===== config.mk =====
export PLATFORM = sky130hd
export DESIGN_NAME = hello_append
export DESIGN_NICKNAME = d
export VERILOG_FILES = /design/src/rtl/hello_append_pkg.sv /design/src/rtl/cm_rst_sync.sv /design/src/rtl/cm_word_tracker.sv /design/src/rtl/cm_prefix_matcher.sv /design/src/rtl/cm_rewriter.sv /design/src/rtl/hello_append.sv
export SDC_FILE = /design/constraint.sdc
export NUM_CORES = 1
export LEC_CHECK = 0
export BUFFER_PORTS_ARGS = -buffer_cell sky130_fd_sc_hd__buf_2
export CAP_MARGIN = 5
export CELL_PAD_IN_SITES_DETAIL_PLACEMENT = 0
export CELL_PAD_IN_SITES_GLOBAL_PLACEMENT = 1
export CORE_UTILIZATION = 41
export CTS_CLUSTER_SIZE = 28
export DETAILED_ROUTE_END_ITERATION = 12
export HOLD_SLACK_MARGIN = 0.06
export PLACE_DENSITY_LB_ADDON = 0.1
export SLEW_MARGIN = 40
export SYNTH_ARGS = -nofsm -noshare
export SYNTH_HDL_FRONTEND = slang
export SYNTH_HIERARCHICAL = 1
export SYNTH_SLANG_ARGS = --single-unit
export TNS_END_PERCENT = 50

===== constraint.sdc =====
create_clock -name clk -period 2.6 [get_ports clk]
set_input_delay 0.52 -clock clk [delete_from_list [all_inputs] [get_ports clk]]
set_output_delay 0.52 -clock clk [all_outputs]
set_load 0.03 [all_outputs]

===== src/rtl/hello_append_pkg.sv =====
package hello_append_pkg;

  typedef enum logic [2:0] {
    MS_IDLE,
    MS_HEAD,
    MS_PFX,
    MS_HIT,
    MS_PASS
  } match_st_t;

  localparam logic [31:0] PFX_WORD  = 32'h48454C4C;
  localparam logic [7:0]  PFX_LAST  = 8'h4F;
  localparam logic [23:0] APP_FIRST = 24'h574F52;
  localparam logic [15:0] APP_REST  = 16'h4C44;

endpackage


===== src/rtl/cm_rst_sync.sv =====
module cm_rst_sync #(
  parameter int STAGES = 2
) (
  input  logic clk,
  input  logic rst_n,
  output logic rst_qn
);

  logic [STAGES-1:0] chain_q;
  logic [STAGES-1:0] chain_d;

  always_comb begin
    chain_d = {chain_q[STAGES-2:0], 1'b1};
  end

  always_ff @(posedge clk or negedge rst_n) begin
    if (!rst_n) begin
      chain_q <= '0;
    end else begin
      chain_q <= chain_d;
    end
  end

  assign rst_qn = chain_q[STAGES-1];

endmodule


===== src/rtl/cm_word_tracker.sv =====
module cm_word_tracker #(
  parameter int DATA_W     = 32,
  parameter int CELL_WORDS = 14,
  localparam int IDX_W     = $clog2(CELL_WORDS)
) (
  input  logic              clk,
  input  logic              rst_qn,
  input  logic [DATA_W-1:0] rx_data,
  input  logic              rx_soc,
  output logic [DATA_W-1:0] s1_data,
  output logic              s1_soc,
  output logic              s1_act,
  output logic [IDX_W-1:0]  s1_idx
);

  localparam logic [IDX_W-1:0] LAST_IDX = IDX_W'(CELL_WORDS - 1);

  logic [IDX_W-1:0] idx_d;
  logic             act_d;
  logic             cnt_en;

  always_comb begin
    cnt_en = rx_soc | s1_act;
    idx_d  = s1_idx;
    act_d  = s1_act;
    if (rx_soc) begin
      idx_d = '0;
      act_d = 1'b1;
    end else if (s1_act) begin
      if (s1_idx == LAST_IDX) begin
        act_d = 1'b0;
      end else begin
        idx_d = s1_idx + 1'b1;
      end
    end
  end

  always_ff @(posedge clk or negedge rst_qn) begin
    if (!rst_qn) begin
      s1_idx <= '0;
      s1_act <= 1'b0;
    end else if (cnt_en) begin
      s1_idx <= idx_d;
      s1_act <= act_d;
    end
  end

  always_ff @(posedge clk or negedge rst_qn) begin
    if (!rst_qn) begin
      s1_data <= '0;
      s1_soc  <= 1'b0;
    end else begin
      s1_data <= rx_data;
      s1_soc  <= rx_soc;
    end
  end

endmodule


===== src/rtl/cm_prefix_matcher.sv =====
module cm_prefix_matcher
  import hello_append_pkg::*;
#(
  parameter int DATA_W    = 32,
  parameter int IDX_W     = 4,
  parameter int PAY_START = 2
) (
  input  logic              clk,
  input  logic              rst_qn,
  input  logic [DATA_W-1:0] s1_data,
  input  logic              s1_soc,
  input  logic              s1_act,
  input  logic [IDX_W-1:0]  s1_idx,
  output match_st_t         mstate,
  output logic              edit_first,
  output logic              edit_rest
);

  localparam logic [IDX_W-1:0] IDX_HEAD4 = IDX_W'(PAY_START);
  localparam logic [IDX_W-1:0] IDX_LAST1 = IDX_W'(PAY_START + 1);
  localparam logic [IDX_W-1:0] IDX_TAIL  = IDX_W'(PAY_START + 2);

  match_st_t st_d;
  logic      last_ok;

  always_comb begin
    last_ok = (s1_data[DATA_W-1 -: 8] == PFX_LAST);
  end

  always_comb begin
    st_d = mstate;
    if (s1_soc) begin
      st_d = MS_HEAD;
    end else if (!s1_act) begin
      st_d = MS_IDLE;
    end else begin
      if (s1_idx == IDX_HEAD4) begin
        st_d = (s1_data[31:0] == PFX_WORD) ? MS_PFX : MS_PASS;
      end else if (s1_idx == IDX_LAST1) begin
        st_d = (mstate == MS_PFX && last_ok) ? MS_HIT : MS_PASS;
      end else if (s1_idx == IDX_TAIL) begin
        st_d = MS_PASS;
      end
    end
  end

  always_ff @(posedge clk or negedge rst_qn) begin
    if (!rst_qn) begin
      mstate <= MS_IDLE;
    end else begin
      mstate <= st_d;
    end
  end

  always_comb begin
    edit_first = s1_act && !s1_soc && (s1_idx == IDX_LAST1) &&
                 (mstate == MS_PFX) && last_ok;
    edit_rest  = s1_act && !s1_soc && (s1_idx == IDX_TAIL) &&
                 (mstate == MS_HIT);
  end

endmodule


===== src/rtl/cm_rewriter.sv =====
module cm_rewriter
  import hello_append_pkg::*;
#(
  parameter int DATA_W = 32
) (
  input  logic              clk,
  input  logic              rst_qn,
  input  logic [DATA_W-1:0] s1_data,
  input  logic              s1_soc,
  input  logic              edit_first,
  input  logic              edit_rest,
  output logic [DATA_W-1:0] tx_data,
  output logic              tx_soc
);

  logic [DATA_W-1:0] data_d;

  always_comb begin
    data_d = s1_data;
    if (edit_first) begin
      data_d[23:0] = APP_FIRST;
    end else if (edit_rest) begin
      data_d[31:16] = APP_REST;
    end
  end

  always_ff @(posedge clk or negedge rst_qn) begin
    if (!rst_qn) begin
      tx_data <= '0;
      tx_soc  <= 1'b0;
    end else begin
      tx_data <= data_d;
      tx_soc  <= s1_soc;
    end
  end

endmodule


===== src/rtl/hello_append.sv =====
module hello_append
  import hello_append_pkg::*;
#(
  parameter int DATA_W     = 32,
  parameter int CELL_WORDS = 14,
  parameter int PAY_START  = 2,
  parameter int RST_STAGES = 2
) (
  input  logic              clk,
  input  logic              rst_n,
  input  logic [DATA_W-1:0] rx_data,
  input  logic              rx_soc,
  output logic              rx_room,
  output logic [DATA_W-1:0] tx_data,
  output logic              tx_soc,
  input  logic              tx_room
);

  localparam int IDX_W = $clog2(CELL_WORDS);

  logic              rst_qn;
  logic [DATA_W-1:0] s1_data;
  logic              s1_soc;
  logic              s1_act;
  logic [IDX_W-1:0]  s1_idx;
  match_st_t         mstate;
  logic              edit_first;
  logic              edit_rest;

  cm_rst_sync #(.STAGES(RST_STAGES)) u_rst (
    .clk   (clk),
    .rst_n (rst_n),
    .rst_qn(rst_qn)
  );

  cm_word_tracker #(.DATA_W(DATA_W), .CELL_WORDS(CELL_WORDS)) u_track (
    .clk    (clk),
    .rst_qn (rst_qn),
    .rx_data(rx_data),
    .rx_soc (rx_soc),
    .s1_data(s1_data),
    .s1_soc (s1_soc),
    .s1_act (s1_act),
    .s1_idx (s1_idx)
  );

  cm_prefix_matcher #(.DATA_W(DATA_W), .IDX_W(IDX_W), .PAY_START(PAY_START)) u_match (
    .clk       (clk),
    .rst_qn    (rst_qn),
    .s1_data   (s1_data),
    .s1_soc    (s1_soc),
    .s1_act    (s1_act),
    .s1_idx    (s1_idx),
    .mstate    (mstate),
    .edit_first(edit_first),
    .edit_rest (edit_rest)
  );

  cm_rewriter #(.DATA_W(DATA_W)) u_rew (
    .clk       (clk),
    .rst_qn    (rst_qn),
    .s1_data   (s1_data),
    .s1_soc    (s1_soc),
    .edit_first(edit_first),
    .edit_rest (edit_rest),
    .tx_data   (tx_data),
    .tx_soc    (tx_soc)
  );

  assign rx_room = tx_room;

endmodule


==> results of run 1 <==
-- cell families (layout without fill, tap and decap cells) --
logic type      after synthesis  after routing  share of synthesized area
compound gates               13             13                     0.0400
fa+ha+maj                     2              2                    0.00987
buf+inv                       6             90                     0.0163
flops                        76             76                      0.750
mux                           1              1                    0.00592
other cells                   1              1                    0.00148
simple gates                 66             66                      0.176
-- state kept, by name, summed over array words and instances (netlist names) --
name and cells:
u_rst/chain_q 2, u_rew/tx_soc 1, u_track/s1_data 32, u_track/s1_soc 1, u_rew/tx_data 32, u_track/s1_idx 4, u_track/s1_act 1, u_match/mstate 3
-- critical path: stages (launching register included) --
cell and delay [ns]:
dfrtp_1 0.47, or4b_1 0.58, nor4b_2 0.53, nand2b_2 0.21, and2_1 0.21
-- through the flow --
step | setup slack [ns] | area [µm²] | utilization
floorplan | 0.327 | 2530 | -
global placement | 0.583 | 2960 | 0.497
detailed placement | 0.488 | 2960 | 0.497
CTS | 0.471 | 3190 | 0.535
global route | 0.314 | 3190 | 0.535
finish | 0.490 | 3190 | 0.535
-- metal layers --
metal | global-route usage | up-vias | wire length [µm]
met3 | 0.0705 | 5 | 314
met2 | 0.249 | 59 | 2280
li1 | - | 722 | -
met1 | 0.201 | 772 | 2030
met4 | 0.0839 | 0 | 48
met5 | 0 | - | 0
-- cells in the mapped netlist, drive strengths merged --
cell and n:
o2111ai 1, and4bb 1, or4b 1, and2 9, nor4bb 1, nor3 2
nor2b 10, inv 3, or2 10, nor3b 1, a21o 4, a211oi 1
o22a 1, nand2 2, o31ai 1, nor4b 4, or3 2, nor2 5
nor4 3, conb 1, o2bb2ai 1, nand3 5, o22ai 1, mux2 1
a21oi 2, nand2b 4, buf 3, dfrtp 76, ha 2, nand4 4
o211ai 1, and4b 2
-- report_power, final --
group          switching [µW]  total, µW  internal (µW)
Sequential               39.1       1280           1240
Combinational             115        190           75.4
Clock                     389        955            566
Total                     543       2430           1890
-- worst max-delay path by stage --
| stage | startpoint | endpoint | slack [ns] | cells after the start |
|---|---|---|---|---|
| final | u_track/s1_idx[0] | u_rew/tx_data[29] | 0.49 | 4 |
| after global routing | u_track/s1_idx[0] | u_rew/tx_data[29] | 0.31 | 4 |
| after CTS | u_track/s1_idx[0] | u_rew/tx_data[29] | 0.47 | 4 |
| after detailed placement | u_track/s1_idx[0] | u_rew/tx_data[29] | 0.49 | 4 |
| after global placement | u_track/s1_idx[0] | u_rew/tx_data[28] | 0.58 | 4 |
| after floorplan | u_rst/chain_q[1] | u_match/mstate[0] | 0.33 | 0 |
-- repair_timing --
action,in CTS,in global routing
gates resized for setup,0,0
endpoints found under the hold margin,2,0
hold buffers,1,0
endpoints found under the setup margin,0,0
-- area by class of cell --
type | count | share of cell area
flip-flops and latches | 76 | 0.597
repair buffers | 71 | 0.115
clock inverters | 4 | 0.0228
inverters | 3 | 0.00353
clock buffers | 12 | 0.0456
well taps | 75 | 0.0295
multi-input cells | 83 | 0.186
==> metrics.txt, run 1 <==
outcome completed; Worst-path clk slew 0.07 ns; CTS Root Cell clkbuf_8; Hold Crit Class register to async pin; FF/Latch Area 1900 µm²; Syn Nets 203; LEAKAGE 0.00151 µW; Final setup viols 0; most frequent cells in the layout 75 x dfrtp_1, 67 x buf_2, 10 x clkbuf_8, 10 x nor2b_1, 10 x or2_2; top fanout value on the critical path 9; commonest non-fill, non-tap cell in the layout dfrtp_1; worst slew pin tran 0.578 ns; period utilization 0.812; Post-Synthesis Cells 165; R2R depth 4; Synth cell types 37; Vias 1,558; #FFs+latches synth 76; final net count 282; Layout Skew 0.00499 ns; All-Layer GR Usage 0.165; DRC violation total after the first TritonRoute iteration 36; fillers 525; H-tree depth 3; hpwl dp 3.37 mm; synth top area cells dfrtp_1 75%, nor2b_1 2.5%, or2_2 2.5%; maxcap violations 0; Diodes inserted 0; Rel. slew slack 0.613; area delta synth->final 25.7%; # port buffers 67; Worst setup EP type register; synthesized area 2530 µm²; Period minus WS final 2.11 ns; GPL Wtd Cong 0.831; total congestion overflow 0; DP Cell Count 307; pwr/cell area 762 nW/µm²; number of clock sinks 76; DRT Wirelength 4.67 mm; CTS Buf Count 9; final non-filler cell total 324; max-slew violations 0; WHS 0.240 ns; largest net degree at the start of global routing 32; per-cell routed wire length 14.4 µm; DRT Pass-1 Iters 4; Reg-to-Reg Start u_track/s1_idx[0]; die height 80.6 µm; Final Hold Fails 0; Syn Area/Cell 15.4 µm²; area of the multi-input gates 592 µm²; r2r endpoint u_rew/tx_data[29]; Synth top area share 0.750; Design Power 2430 µW; flop-to-flop setup slack 0.49 ns; top-level I/O count 70; Post-CTS Setup Inserts 0; Skew-Pair Late Insertion Delay 0.33 ns; vias per std cell 4.81; VDD IR-drop max 471 µV; Ys Warns 6; startpoint types register; CTS tree yes; die area 6500 µm²; FMAX 474 MHz; initial core utilization 0.426; critical path data arrival time 2.33 ns; initial antenna violation count 0; DIE WIDTH 80.6 µm; first-pass GRT wire length 7.56 mm; # DRC 0; WS Path Type register to register; ratio of cells with drive above 1 in the final layout 0.414; post-synthesis sequential area ratio 0.750; unrepaired setup endpoints after global routing no; core area 5960 µm²; cell taking the most area after synthesis dfrtp_1; aggregate negative setup slack 0 ns; vias in the first global route 1,632; Antenna Nets Post-Route 0; Rows 28; CTS max path bufs 2; Critical Path RT 2.82 ns
Power figures use the tool's default switching activity.
==> run 2, diff against run 1 <==
- CORE_UTILIZATION: 41 -> 37
- clock period: 2.6 -> 1.9 ns (I/O delays scaled with it)
==> run 2 against run 1 <==
Effect of this change: clock-buffer cell count decreased by 1; die area increased by 11%; clock skew increased by 0.0019 ns; cell count increased by 2.2%; sequential power increased by 37%; maximum frequency increased by 18%; routed wire length decreased by 4.4%; sequential share of layout area decreased by 0.78 points; highest routed layer unchanged; worst hold slack got worse by 0.099 ns; the flow now finishes with violations (design-rule violations); first-iteration DRC count increased by 25%.
==> metrics.txt, run 2 (synthesis gave the netlist of run 1 again) <==
Period minus WS final 1.79 ns (-0.316 ns); first-pass GRT wire length 7.21 mm (-4.6%); Vias 1,518 (-2.6%); DIE WIDTH 84.8 µm (+5.1%); max-slew violations 0 (unchanged); die height 84.8 µm (+5.1%); flop-to-flop setup slack 0.11 ns (-0.38 ns); LEAKAGE 0.00154 µW (+1.6%); All-Layer GR Usage 0.140 (-0.0253); vias in the first global route 1,532 (-6.1%); Rows 29 (+3.6%); pwr/cell area 990 nW/µm² (+30%); Final Hold Fails 0 (unchanged); WHS 0.141 ns (-0.0994 ns); critical path's largest stage delay 0.57 ns (about the same); number of clock sinks 76 (unchanged); die area 7190 µm² (+11%); maxcap violations 0 (unchanged); Worst path slowest cell or4b_1; Skew-Pair Late Insertion Delay 0.34 ns (about the same); initial core utilization 0.390 (-0.0353); startpoint types register; DP Cell Count 315 (+2.6%); period utilization 0.944 (+0.133); Worst setup EP type register; failing checks design-rule violations; worst-path cell chain or4b_1, nor4b_4, buf_4, nand2b_2, and2_1; initial antenna violation count 0 (unchanged); ratio of cells with drive above 1 in the final layout 0.429 (+0.0155); outcome finished with violations; area delta synth->final 27.5%; DRC violation total after the first TritonRoute iteration 45 (+25%); hpwl dp 3.22 mm (-4.5%); CTS Buf Count 9 (unchanged); aggregate negative setup slack 0 ns (unchanged); Top delay family on crit path simple AND/OR/NAND/NOR gates; commonest non-fill, non-tap cell in the layout dfrtp_1; Post-DP Area 3020 µm² (+2.1%); top-level I/O count 70 (unchanged); VDD IR-drop max 481 µV (+2.1%); DRT Pass-1 Iters 10 (+6); core area 6490 µm² (+9.1%); Diodes inserted 0 (unchanged); worst setup path startpoint u_track/s1_idx[0]; total congestion overflow 0 (unchanged); largest net degree at the start of global routing 44 (+38%); WS Path Type register to register; # DRC 4 (+4); most frequent cells in the layout 75 x dfrtp_1, 67 x buf_2, 10 x clkbuf_8, 10 x nor2b_1, 10 x or2_2; Final setup viols 0 (unchanged); DRT Wirelength 4.47 mm (-4.4%); Antenna Nets Post-Route 0 (unchanged); per-cell routed wire length 13.5 µm (-6.4%); final non-filler cell total 331 (+2.2%); area of the multi-input gates 601 µm² (+1.5%); Hold Crit Class input pin to register; CTS max path bufs 2 (unchanged); final setup margin 0.106 ns (-0.384 ns); critical path data arrival time 2.02 ns (-0.31 ns); final net count 288 (+2.1%); Reg-to-Reg Start u_track/s1_idx[0]; top fanout value on the critical path 8 (-1); Critical Path RT 2.13 ns (-0.69 ns); FF/Latch Area 1910 µm² (+0.13%); Worst path depth 5 (+1); R2R depth 5 (+1); FMAX 557 MHz (+18%); design area 3230 µm² (+1.5%); Worst-path clk slew 0.07 ns (about the same); # port buffers 67 (unchanged); GPL Wtd Cong 0.708 (-15%); CTS tree yes; CTS Root Cell clkbuf_8; unrepaired setup endpoints after global routing no; fillers 599 (+14%); CP endpoint u_rew/tx_data[24]; Top Registers u_rew/tx_data: 32 flops, u_track/s1_data: 32 flops, u_track/s1_idx: 4 flops; worst slack, placed 0.0882 ns (-0.400 ns); H-tree depth 3 (unchanged); Layout Skew 0.00690 ns (+0.00191 ns); vias per std cell 4.59 (-4.6%); r2r endpoint u_rew/tx_data[24]; CP Buf/Inv Count 1 (+1)
[run 2: final cells by class]
| class | count | area share |
|---|---|---|
| repair buffers | 77 | 0.132 |
| clock inverters | 4 | 0.0159 |
| flip-flops and latches | 76 | 0.590 |
| inverters | 3 | 0.00348 |
| well taps | 77 | 0.0298 |
| clock buffers | 11 | 0.0437 |
| multi-input cells | 83 | 0.186 |
[run 2: per-stage QoR]
step / power, µW / utilization
finish: 3200 / 0.498
global route: 3340 / 0.498
CTS: 3250 / 0.496
detailed placement: 2060 / 0.465
global placement: 2060 / 0.465
floorplan: 1940 / -
[run 2: routing by layer]
metal / track usage / vias up / wire (µm)
met4: 0.0971 / 0 / 145
met2: 0.221 / 45 / 2120
li1: - / 731 / -
met5: 0 / - / 0
met3: 0.0423 / 15 / 248
met1: 0.164 / 727 / 1950
[run 2: how the worst min path moves through the flow]
stage,from,to,cells past startpoint
after floorplan,rst_n,u_rst/chain_q[0],0
after global placement,rst_n,u_rst/chain_q[0],1
after detailed placement,rst_n,u_rst/chain_q[0],1
after CTS,rx_data[15],u_track/s1_data[15],1
after global routing,rx_data[10],u_track/s1_data[10],1
final,rx_data[10],u_track/s1_data[10],1
[run 2: what timing repair did]
item | in CTS | in global routing
gates resized for setup | 0 | 1
hold buffers | 1 | 0
setup endpoints to repair | 0 | 1
setup buffers | 0 | 0
hold endpoints to repair | 2 | 0
[run 2: power breakdown]
part           switching, µW  leakage (µW)  internal [µW]  total, µW
logic                    162      0.000551            113        275
registers               46.9      0.000890           1700       1750
clock network            540     0.0000954            635       1180
==> run 3, diff against run 2 <==
- REMOVE_ABC_BUFFERS: unset -> 1
==> run 3 against run 2 <==
Effect of this change: the run still ends with design-rule violations left; critical path depth unchanged; cell count grew 0.60%; largest power group unchanged; clock skew increased by 0.0012 ns; worst hold slack got worse by 0.0059 ns; global-route usage increased by 0.73 points; clock-buffer cell count unchanged; non-clock buffer count up 1; core utilization rose by 0.46 points; maximum frequency increased by 1.0%; die area is the same; highest routed layer unchanged; sequential power about the same; flip-flop and latch count did not move.
==> metrics.txt, run 3 (synthesis gave the netlist of run 1 again) <==
outcome finished with violations; failing checks design-rule violations; per-cell routed wire length 13.9 µm (+3.1%); Vias 1,509 (-0.59%); Top Registers u_rew/tx_data: 32 flops, u_track/s1_data: 32 flops, u_track/s1_idx: 4 flops; final design utilization 0.502 (+0.00462); CTS max path bufs 2 (unchanged); CP Buf/Inv Count 1 (unchanged); first-pass GRT wire length 7.65 mm (+6.1%); hpwl dp 3.26 mm (+1.3%); VDD IR-drop max 369 µV (-23%); final net count 289 (+0.35%); worst slew pin tran 0.538 ns; CTS Buf Count 9 (unchanged); largest net degree at the start of global routing 44 (unchanged); Rel. slew slack 0.641; DIE WIDTH 84.8 µm (unchanged); Design Power 3410 µW (+6.5%); core area 6490 µm² (unchanged); Final Hold Fails 0 (unchanged); initial core utilization 0.390 (unchanged); area delta synth->final 28.7%; Antenna Nets Post-Route 0 (unchanged); DRT Wirelength 4.63 mm (+3.7%); LEAKAGE 0.00155 µW (+0.96%); GPL Wtd Cong 0.789 (+12%); number of clock sinks 76 (unchanged); vias in the first global route 1,580 (+3.1%); aggregate negative setup slack 0 ns (unchanged); Critical Path RT 2.13 ns (about the same); H-tree depth 3 (unchanged); most frequent cells in the layout 74 x dfrtp_1, 67 x buf_2, 11 x clkbuf_8; All-Layer GR Usage 0.147 (+0.00734); DRC violation total after the first TritonRoute iteration 61 (+36%); Hold Crit Class input pin to register; commonest non-fill, non-tap cell in the layout dfrtp_1; top fanout value on the critical path 8 (unchanged); critical path's largest stage delay 0.52 ns (-0.05 ns); die area 7190 µm² (unchanged); Layout Skew 0.00815 ns (+0.00125 ns); Top delay family on crit path simple AND/OR/NAND/NOR gates; max-slew violations 0 (unchanged); ratio of cells with drive above 1 in the final layout 0.441 (+0.0123); R2R depth 5 (unchanged); worst-path cell chain or4b_1, nor4b_2, buf_4, nand2b_2, and2_1; CTS Root Cell clkbuf_8; cell count of the worst hold path 1 (unchanged); Skew-Pair Late Insertion Delay 0.34 ns (about the same); Worst path depth 5 (unchanged); pwr/cell area 1040 nW/µm² (+5.5%); Worst setup EP type register; period utilization 0.935 (-0.00933); Worst path slowest cell or4b_1; Period minus WS final 1.78 ns (-0.0177 ns); CTS tree yes; initial antenna violation count 0 (unchanged); total congestion overflow 0 (unchanged); DRT Pass-1 Iters 8 (-2); fillers 586 (-2.2%); unrepaired setup endpoints after global routing no; # port buffers 67 (unchanged); critical path data arrival time 2.01 ns (about the same); Final setup viols 0 (unchanged); # DRC 5 (+1); startpoint types register; maxcap violations 0 (unchanged); die height 84.8 µm (unchanged); Rows 29 (unchanged); Diodes inserted 0 (unchanged); top-level I/O count 70 (unchanged); Worst-path clk slew 0.08 ns (about the same); WS Path Type register to register; vias per std cell 4.53 (-1.2%); FMAX 563 MHz (+1.0%)
[run 3: changes by cell type in the layout (fill, tap and decap cells not counted), sizes merged]
cell      delta
buf          +1
clkinvlp     +1
clkinv       -1
bufinv       +1
[run 3: final cells by class]
class                   instances  area (µm²)  share of cell area
repair buffers                 78         420               0.129
multi-input cells              83         592               0.181
clock inverters                 5        83.8              0.0257
inverters                       3        11.3             0.00345
well taps                      77        96.3              0.0295
clock buffers                  11         151              0.0464
flip-flops and latches         76        1910               0.585
[run 3: path summary, 6_finish.rpt]
| check | from | endpoint | slack, ns |
|---|---|---|---|
| max | u_track/s1_idx[1] | u_rew/tx_data[31] | 0.12 |
| min | rx_data[22] | u_track/s1_data[22] | 0.13 |
| max reg2reg | u_track/s1_idx[1] | u_rew/tx_data[31] | 0.12 |
| min reg2reg | u_rst/chain_q[1] | u_track/s1_act | 0.32 |
| max in group asynchronous | u_rst/chain_q[1] | u_track/s1_data[20] | 0.98 |
| min in group asynchronous | u_rst/chain_q[1] | u_track/s1_act | 0.32 |
[run 3: layer usage]
metal  up-vias  wire length [µm]  GRT usage
met1       729              2070      0.184
li1        728                 -          -
met2        44              2250      0.223
met3         8               234     0.0600
met4         0                76     0.0693
met5         -                 0          0
[run 3: timing repair]
item / in CTS / in global routing
hold buffers: 1 / 0
endpoints found under the setup margin: 0 / 5
resized for setup: 0 / 1
endpoints found under the hold margin: 2 / 0
buffers inserted: 0 / 1
[run 3: power breakdown]
| group | internal, µW | leakage (µW) | switching, µW |
|---|---|---|---|
| combinational | 109 | 0.000551 | 151 |
| sequential | 1700 | 0.000889 | 57.6 |
| clock | 813 | 0.000112 | 573 |
[run 3: through the flow]
stage	cell area [µm²]	setup WS [ns]	hold slack, ns	instances
final	3260	0.124	0.135	333
after global routing	3260	0.00263	0.105	333
after CTS	3250	0.112	0.113	332
after detailed placement	3010	0.130	0.171	315
after global placement	3010	0.161	0.167	315
after floorplan	2500	-0.373	0.0844	162
